--- config.mk ---
export PLATFORM = sky130hd
export DESIGN_NAME = pin_vec_decode
export DESIGN_NICKNAME = d
export VERILOG_FILES = /design/src/rtl/pin_vec_decode.sv
export SDC_FILE = /design/constraint.sdc
export NUM_CORES = 1
export LEC_CHECK = 0
export ABC_AREA = 1
export BUFFER_PORTS_ARGS = -buffer_cell sky130_fd_sc_hd__buf_2
export CAP_MARGIN = 20
export CORE_ASPECT_RATIO = 0.8
export CORE_MARGIN = 2
export CORE_UTILIZATION = 45
export DETAILED_ROUTE_END_ITERATION = 6
export MAX_ROUTING_LAYER = met4
export PLACE_DENSITY = 0.67
export SETUP_SLACK_MARGIN = 0.2
export SLEW_MARGIN = 15
export SYNTH_ARGS = -nofsm -noshare
export SYNTH_HDL_FRONTEND = slang
export SYNTH_SLANG_ARGS = --single-unit
--- constraint.sdc ---
create_clock -name clk -period 1.44 [get_ports clk]
set_input_delay 0.288 -clock clk [delete_from_list [all_inputs] [get_ports clk]]
set_output_delay 0.288 -clock clk [all_outputs]
set_load 0.02 [all_outputs]
--- src/rtl/pin_vec_decode.sv ---
module pin_vec_decode (
  input  logic       clk,
  input  logic       rst_n,
  input  logic       vec_strobe,
  input  logic [3:0] op_code,
  input  logic       win_valid,
  input  logic       cmp_hi,
  input  logic       cmp_lo,
  input  logic [1:0] rec_mode,
  output logic       drive_en,
  output logic       drive_val,
  output logic       expect_active,
  output logic       fail,
  output logic       record_bit,
  output logic       record_we,
  output logic       crc_mark
);
  localparam logic [3:0] OP_D1 = 4'd0, OP_D0 = 4'd1, OP_DH = 4'd2, OP_DL = 4'd3;
  localparam logic [3:0] OP_EH = 4'd4, OP_EL = 4'd5, OP_Z = 4'd6, OP_LH = 4'd7;
  localparam logic [3:0] OP_HL = 4'd8, OP_V = 4'd9, OP_B = 4'd10, OP_R = 4'd11;
  localparam logic [3:0] OP_I = 4'd12, OP_C = 4'd13;
  localparam logic [1:0] RM_RESP = 2'd1, RM_ERR = 2'd2;

  typedef enum logic [2:0] {EX_NONE, EX_HI, EX_LO, EX_VALID, EX_INVALID} exp_t;

  function automatic logic [3:0] partner(input logic [3:0] c);
    case (c)
      OP_D1: partner = OP_D0;
      OP_D0: partner = OP_D1;
      OP_DH: partner = OP_DL;
      OP_DL: partner = OP_DH;
      OP_EH: partner = OP_EL;
      OP_EL: partner = OP_EH;
      OP_LH: partner = OP_HL;
      OP_HL: partner = OP_LH;
      OP_V:  partner = OP_B;
      OP_B:  partner = OP_V;
      default: partner = c;
    endcase
  endfunction

  logic [3:0] last_real, norm_op, eff_op;
  logic       d_en, d_val, d_crc;
  exp_t       d_exp, exp_q;
  logic       active, sampled, mismatch, take;

  assign norm_op = (op_code > OP_C) ? OP_Z : op_code;
  assign eff_op  = (op_code == OP_R) ? last_real :
                   (op_code == OP_I) ? partner(last_real) : norm_op;

  always_comb begin
    d_en = 1'b0; d_val = 1'b0; d_exp = EX_NONE; d_crc = 1'b0;
    case (eff_op)
      OP_D1: begin d_en = 1'b1; d_val = 1'b1; end
      OP_D0: d_en = 1'b1;
      OP_DH: begin d_en = 1'b1; d_val = 1'b1; d_exp = EX_HI; end
      OP_DL: begin d_en = 1'b1; d_exp = EX_LO; end
      OP_EH: d_exp = EX_HI;
      OP_EL: d_exp = EX_LO;
      OP_LH: begin d_en = 1'b1; d_exp = EX_HI; end
      OP_HL: begin d_en = 1'b1; d_val = 1'b1; d_exp = EX_LO; end
      OP_V:  d_exp = EX_VALID;
      OP_B:  d_exp = EX_INVALID;
      OP_C:  d_crc = 1'b1;
      default: ;
    endcase
  end

  always_comb begin
    case (exp_q)
      EX_HI:      mismatch = !cmp_hi;
      EX_LO:      mismatch = !cmp_lo;
      EX_VALID:   mismatch = !(cmp_hi || cmp_lo);
      EX_INVALID: mismatch = cmp_hi || cmp_lo;
      default:    mismatch = 1'b0;
    endcase
  end

  assign take = active && win_valid && !sampled && !vec_strobe;
  assign expect_active = (exp_q != EX_NONE);

  always_ff @(posedge clk) begin
    if (!rst_n) begin
      last_real  <= OP_Z;
      drive_en   <= 1'b0;
      drive_val  <= 1'b0;
      exp_q      <= EX_NONE;
      crc_mark   <= 1'b0;
      active     <= 1'b0;
      sampled    <= 1'b0;
      fail       <= 1'b0;
      record_bit <= 1'b0;
      record_we  <= 1'b0;
    end else begin
      record_we <= 1'b0;
      if (vec_strobe) begin
        if (op_code != OP_R && op_code != OP_I) last_real <= norm_op;
        drive_en  <= d_en;
        drive_val <= d_val;
        exp_q     <= d_exp;
        crc_mark  <= d_crc;
        active    <= 1'b1;
        sampled   <= 1'b0;
        fail      <= 1'b0;
      end else if (take) begin
        sampled    <= 1'b1;
        fail       <= mismatch;
        record_bit <= (rec_mode == RM_RESP) ? cmp_hi : mismatch;
        record_we  <= (rec_mode == RM_RESP) || (rec_mode == RM_ERR);
      end
    end
  end
endmodule


---- Word level (Yosys, flattened, before mapping) ----
Cells that the tools add are included.
storage, ports and cells
  output and inout port bits .............. 7
  bits in registers ....................... 15
  logic and storage cells ................. 75
  bits of input ports ..................... 12
operators by class
  reduce and logical (&&, ||, !) cells .... 22
  bitwise gates (word level) .............. 3
  equal/unequal tests ..................... 29
  magnitude comparators ................... 1
  mux-type cells .......................... 10
operators with widths
  operator              count
  $pmux W4 S10          1
  $eq A4 B4 Y1 const B  9
  $eq A4 B3 Y1 const B  6
  $eq A4 B2 Y1 const B  4
  $mux W4               3
  $pmux W3 S4           1
  $reduce_or A3 Y1      4
  $eq A4 B1 Y1 const B  2
  $logic_not A4 Y1      2
  $ne A4 B4 Y1 const B  2
  $eq A3 B2 Y1 const B  2
  $reduce_or A6 Y1      1
  $logic_not A1 Y1      5
  $gt A4 B4 Y1 const B  1
  $logic_and A1 B1 Y1   4
  $mux W1               4
  $pmux W1 S4           1
  $reduce_and A2 Y1     2
  $eq A3 B1 Y1 const B  1
  $eq A3 B3 Y1 const B  1
  $not A1 Y1            3
  $reduce_bool A3 Y1    1
  $eq A2 B1 Y1 const B  1
  $eq A2 B2 Y1 const B  1
  2 further kinds       3

---- Longest topological paths before layout ----
Gate-level depths: netlist (run 1).
  word-level depth ........................ 7
  mapped depth ............................ 15
  depth with buffers taken out ............ 14

---- Least setup slack after synthesis (run 1) ----
OpenSTA, ideal clock, no wires.
  path type ............................... flip-flop to flip-flop
  start ................................... reg last_real[2]
  end ..................................... reg exp_q[0]
  setup slack ............................. 0.161 ns
  stages on the path, launching flop included .. 16
  buffers on the path ..................... 1
  library setup time ...................... 0.113 ns
  data arrival time ....................... 1.166 ns
  cell sequence ........................... dfxtp_1 -> buf_4 -> inv_1 -> nand2_1 -> nand2_1 -> nand2_1 -> inv_1 -> nand2_1 -> nand2_1 -> nand2_2 -> nand2_2 -> nand2_1 -> nand2_1 -> nand2_1 -> nand3_1 -> nand2_1
on the way
  longest elaborated chain between the ends .. 7
  elaborated cells on any way between the ends .. 24
  those cells by class .................... eq/ne: 17; mux: 4; reduce/logical: 3
RTL lines
  what                                  line  text
  start: declaration                    42    logic [3:0] last_real, norm_op, eff_op;
  start signal: assignment              97    if (op_code != OP_R && op_code != OP_I) last_real <= norm_op;
  $eq A4 B4 Y1 (tied with other cells)  27    case (c)
  $pmux W4 S10                          27
  $mux W4                               49    (op_code == OP_I) ? partner(last_real) : norm_op;
  $mux W4 *                             48    assign eff_op = (op_code == OP_R) ? last_real :
  $eq A4 B4 Y1 (tied with other cells)  53    case (eff_op)
  $reduce_or A3 Y1 (no line)            n/a
  $pmux W3 S4 *                         53
  end signal: assignment                100   exp_q <= d_exp;
  end: declaration                      44    exp_t d_exp, exp_q;
Mark *: on every way between the ends. The rest lies on a longest branch, timed or not.
A chain may end at the register's enable or synchronous reset.

---- Final worst setup path (run 1) ----
  start ................................... reg last_real[1]
  end ..................................... reg exp_q[1]
Same word-level chain as after synthesis.

==> reports/metrics.cfg, run 1 <==
[sta]
period_needed_ns = 1.39
final.period_utilization = 0.968
slew_viol_final = 0
layout_setup_ws_ns = 0.0461
rsz0062_at_grt = yes
tightest_slew_ns = 0.342
skew_ns = 0.0121
finalHoldViolCount = 0
setup-violations-final = 0
fin_tns_setup_ns = 0
slew_headroom = 0.771
max_freq_mhz = 717

[cts]
tritoncts = built
cts_buffer_depth = 2
htreeDepth = 1
cts_inserted_buffers = 3
cts_root_buffer = clkbuf_4
cts_sinks = 15
postCtsHoldBufs = 0
clock_latency_ns = 0.29
clk_pin_slew_worst_paths_ns = 0.09

[critical_path]
cp.required_ns = 1.66
cp_slowest_cell = dfxtp_4
cp_max_fo = 6
critPathKind = flip-flop to flip-flop
cp-end-kind = flip-flop
crit_chain = nand2_2 > nand2_1 > nand2_1 > nand2_2 > nand2_2 > nand2_4 > nand2_4 > nor2_4 > inv_1 > a21oi_1 > nor2_1 > nor2_1
path_common_cell = nand2_2
cpPeakStageDelay_ns = 0.41
crit_family = simple AND/OR/NAND/NOR gates
arrival_ns = 1.61
critPathBufInv = 1
crit_path_start_kind = flip-flop

[route]
wire_per_inst_microns = 11.7
viasPerCell = 4.97
vias = 1084
drtIter0Drc = 23
antenna_left = 0
drc_errors = 0
wirelength_mm = 2.55
dr.pass1.iters = 4

[global_route]
first_global_vias = 916
grt_max_degree = 10
antenna_found_initial = 0
track_usage = 0.201
grt_pass1_wl_mm = 3.86
grt-ovfl-total = 0

[logic_synthesis]
yosys-top-cells-count = nand2_1 (49), inv_1 (20), nor2_1 (20)
yosys_warnings = 0
syn-mean-instance-area_sq_um = 6.06
ys_async_sr_fraction = 0
netlist.top_cell.by_area = dfxtp_1
synth_edf_count = 0
synth_cells = 162
synth_area_sq_um = 981
synth_top_area_share = 0.306
yosysMostFrequentCell = nand2_1
synth_fp_nets = 175
synthFlopType = dfxtp_1
synthDistinctLibCells = 22
synth_seq_area_share = 0.306
synth_area_leaders = dfxtp_1 (31%), nand2_1 (19%), inv_1 (7.7%), nor2_1 (7.7%), nand3_1 (5.6%)
ys_ff_latch = 15

[power]
peakVddDrop_uv = 433
p_leak_nw = 0.668
power.density_nw_per_um2 = 769

[place]
placed_cell_area_sq_um = 1150
dpl.cell_count = 211
gp_congestion = 0.863
dp_hpwl_mm = 1.89
place_ws_ns = -0.0848
port_buffers = 18

[finish]
fin_area_sq_um = 1320
final_net_count = 207
n_fill_cell = 202
area_delta_synth_final_pct = 34.1
layout-drive-gt1-share = 0.404
finish.utilization = 0.626
n_antenna_cell = 0
layoutNonFillerInstCount = 218

[floorplan]
core_area_sq_um = 2100
die_h_microns = 45.8
die_x_microns = 56.2
io_pins = 19
die-area_sq_um = 2570
num_rows = 15
initial_utilization = 0.467

[worst_hold_path]
hold_path_class = input port to flip-flop

[status]
status = completed

[run]
cap_violations = 0

## worst paths after layout
kind / cells past startpoint / slack (ns) / endpoint / startpoint
min reg2reg: 2 / 0.46 / crc_mark / crc_mark
min: 3 / 0.28 / record_we / rec_mode[0]
max: 12 / 0.05 / exp_q[1] / last_real[1]
max reg2reg: 12 / 0.05 / exp_q[1] / last_real[1]
## metal layers
metal	track usage	vias to the layer above	share of wire
li1	-	569	-
met1	0.256	487	0.49
met2	0.344	26	0.47
met3	0.0341	2	0.037
met4	0.0429	0	0.0055
met5	-	-	0
## repair_timing
item	in CTS	in global routing
buffers inserted	3	0
gates resized for setup	12	31
endpoints found under the setup margin	7	8
pin swaps	8	18
## worst register-to-register path, cell delays in order (launching register included)
cell,delay [ns]
dfxtp_4,0.41
nand2_2,0.06
nand2_1,0.05
nand2_1,0.06
nand2_2,0.08
nand2_2,0.07
nand2_4,0.07
nand2_4,0.07
nor2_4,0.12
inv_1,0.05
a21oi_1,0.13
nor2_1,0.05
nor2_1,0.08
## logic make-up (layout without fill, tap and decap cells)
| family | count (synthesis) | in the layout | share of synthesized area |
|---|---|---|---|
| and+or+nand+nor | 94 | 94 | 0.417 |
| buffers and inverters | 27 | 58 | 0.111 |
| AOI/OAI and AO/OA | 25 | 25 | 0.153 |
| DFF | 15 | 15 | 0.306 |
| adders and majority gates | 1 | 1 | 0.0128 |
## placed cells by master (no fill, tap or decap), drive strengths merged
cell type and instances:
buf 29, nor2 24, nand3 12, o21ai 13
inv 23, clkbuf 3, nand4 1, a21boi 2
nand2 56, clkinv 3, a21oi 8, dfxtp 15
ha 1, nor3 1, o211ai 2
## power by group
part | internal (mW) | switching (mW) | leakage [nW]
Sequential | 0.437 | 0.0278 | 0.125
Clock | 0.103 | 0.134 | 0.0177
Combinational | 0.126 | 0.184 | 0.525
Total | 0.666 | 0.345 | 0.668
## per-stage QoR
step	hold WS, ns	total power [mW]
6_report	0.276	1.01
5_1_grt	0.290	1.07
4_1_cts	0.275	0.970
3_5_place_dp	0.446	0.722
3_3_place_gp	0.439	0.716
2_1_floorplan	0.387	0.637
## final cells by class
cell class	count	area, sq um	area share
Multi-Input combinational cell	120	662	0.503
Sequential cell	15	314	0.239
Inverter	25	101	0.0771
Timing Repair Buffer	29	179	0.136
Clock buffer	3	22.5	0.0171
Tap cell	25	31.3	0.0238
Clock inverter	1	5.00	0.00381
## registers in the layout, summed over array words and instances, names as in the netlist
register	cells
drive_val	1
sampled	1
last_real	4
active	1
exp_q	3
record_bit	1
record_we	1
drive_en	1
fail	1
crc_mark	1
No activity file was read; power rests on OpenSTA's default activity.
==> inputs of run 2 (changes only) <==
==> constraint.sdc (replaced) <==
create_clock -name clk -period 1.44 [get_ports clk]
set_input_delay 0.216 -clock clk [delete_from_list [all_inputs] [get_ports clk]]
set_output_delay 0.216 -clock clk [all_outputs]
set_load 0.02 [all_outputs]
==> run 2 against run 1 <==
Compared with the run above:
- worst hold slack got worse by 0.076 ns
- first-iteration DRC count increased by 35%
- cell count is 0.92% lower
- combinational power shrank 8.4%
- global-route usage down 0.64 points
- register-to-register slack is essentially flat
- sequential share of layout area rose by 1.4 points
- worst setup slack worse by 0.011 ns
- flip-flop and latch count is the same
- total power is 2.8% lower
- clock skew fell by 0.0047 ns
- count of clock-buffer cells in the layout is the same
- largest power group unchanged
==> reports/metrics.cfg, run 2 (synthesized netlist as in run 1, its figures left out) <==
[finish]
area_delta_synth_final_pct = 26.3
regMostFlops = last_real
largest_reg_flops = 4
layoutNonFillerInstCount = 216
final_common_cell = nand2_1
n_antenna_cell = 0
largestRegisters = last_real (4), exp_q (3)
n_fill_cell = 211
final_cell_mix = nand2_1 (44), nor2_1 (19), inv_1 (18), buf_2 (18)
final_net_count = 205
layout-drive-gt1-share = 0.330

[global_route]
grt_max_degree = 10
first_global_vias = 908
antenna_found_initial = 0
track_usage = 0.195
grt_pass1_wl_mm = 3.78
grt-ovfl-total = 0

[floorplan]
core_area_sq_um = 2100
die_h_microns = 45.8
io_pins = 19
die_x_microns = 56.2
num_rows = 15
die-area_sq_um = 2570
initial_utilization = 0.467

[route]
wire_per_inst_microns = 11.1
drtIter0Drc = 31
vias = 1067
viasPerCell = 4.94
wirelength_mm = 2.41
drc_errors = 0
dr.pass1.iters = 6
antenna_left = 0

[critical_path]
r2r-start = last_real[1]
cp_max_fo = 7
arrival_ns = 1.63
crit_path_start_kind = flip-flop
critPathKind = flip-flop to flip-flop
cp-end-kind = flip-flop
cp.required_ns = 1.67
critPathLaunch = last_real[1]

[cts]
cts_buffer_depth = 2
postCtsHoldBufs = 0
htreeDepth = 1
cts_inserted_buffers = 3
clk_pin_slew_worst_paths_ns = 0.10
clock_latency_ns = 0.28
tritoncts = built
cts_root_buffer = clkbuf_4
cts_sinks = 15

[power]
p_leak_nw = 0.644
power.density_nw_per_um2 = 793
switchingPower_uw = 332
p_clk_frac = 0.246
peakVddDrop_uv = 583
comb_power_share = 0.288
fin_total_pwr_uw = 983
seqPwrFrac = 0.466
p_int_uw = 650
swShare = 0.338

[run]
cap_violations = 0

[place]
place_ws_ns = -0.0382
dpl.cell_count = 209
gp_congestion = 0.904
port_buffers = 18
dp_hpwl_mm = 1.83

[worst_hold_path]
hold_path_class = input port to flip-flop
min_from = rec_mode[0]

[sta]
rsz0062_at_grt = yes
max_freq_mhz = 712
skew_ns = 0.00732
tightest_slew_ns = 0.330
setup-violations-final = 0
layout_setup_ws_ns = 0.0350
hold-worst-slack_ns = 0.200
finalHoldViolCount = 0
final.period_utilization = 0.976
slew_headroom = 0.778
slew_viol_final = 0
period_needed_ns = 1.40

[status]
status = completed

run 2: final timing paths:
kind,endpoint,slack (ns),depth (start not counted)
setup reg to reg,exp_q[1],0.04,11
hold reg to reg,drive_val,0.46,2
hold / removal,record_we,0.20,3
setup / recovery,exp_q[1],0.04,11
run 2: what timing repair did:
item,4_1_cts,5_1_grt
setup endpoints to repair,6,8
pin swaps,3,8
buffers inserted,1,2
resized for setup,11,13
run 2: final cells by class:
type,count,area (sq um),share of cell area
clock inverters,1,5.00,0.00404
repair buffers,27,165,0.133
well taps,25,31.3,0.0253
inverters,25,96.3,0.0778
flip-flops and latches,15,313,0.253
multi-input cells,120,606,0.489
clock buffers,3,22.5,0.0182
run 2: critical path, stage by stage, from the launching register on:
cell	delay [ns]
dfxtp_4	0.40
inv_4	0.04
o21ai_1	0.14
nand2_1	0.07
nand2_1	0.07
nand2_1	0.06
nand2_2	0.12
nand2_2	0.10
buf_6	0.13
a21oi_2	0.10
nor2_1	0.05
nor2_1	0.07
run 2: power groups by stage:
stage / sequential [mW] / clock, mW / combinational [mW]
final: 0.458 / 0.242 / 0.283
after global routing: 0.462 / 0.265 / 0.315
after CTS: 0.459 / 0.247 / 0.256
after detailed placement: 0.469 / 0 / 0.248
after global placement: 0.468 / 0 / 0.245
after floorplan: 0.467 / 0 / 0.170
run 2: metal layers:
layer | global-route usage | vias to the layer above | share of wire
li1 | - | 561 | -
met1 | 0.276 | 482 | 0.53
met2 | 0.299 | 22 | 0.43
met3 | 0.0369 | 2 | 0.037
met4 | 0.0286 | 0 | 0.0046
met5 | - | - | 0
run 2: per-stage QoR:
step,setup TNS [ns],cell area (sq um),utilization
after floorplan,0,986,-
after global placement,-0.173,1130,0.539
after detailed placement,-0.0799,1130,0.539
after CTS,0,1190,0.568
after global routing,-0.0792,1240,0.589
final,0,1240,0.589
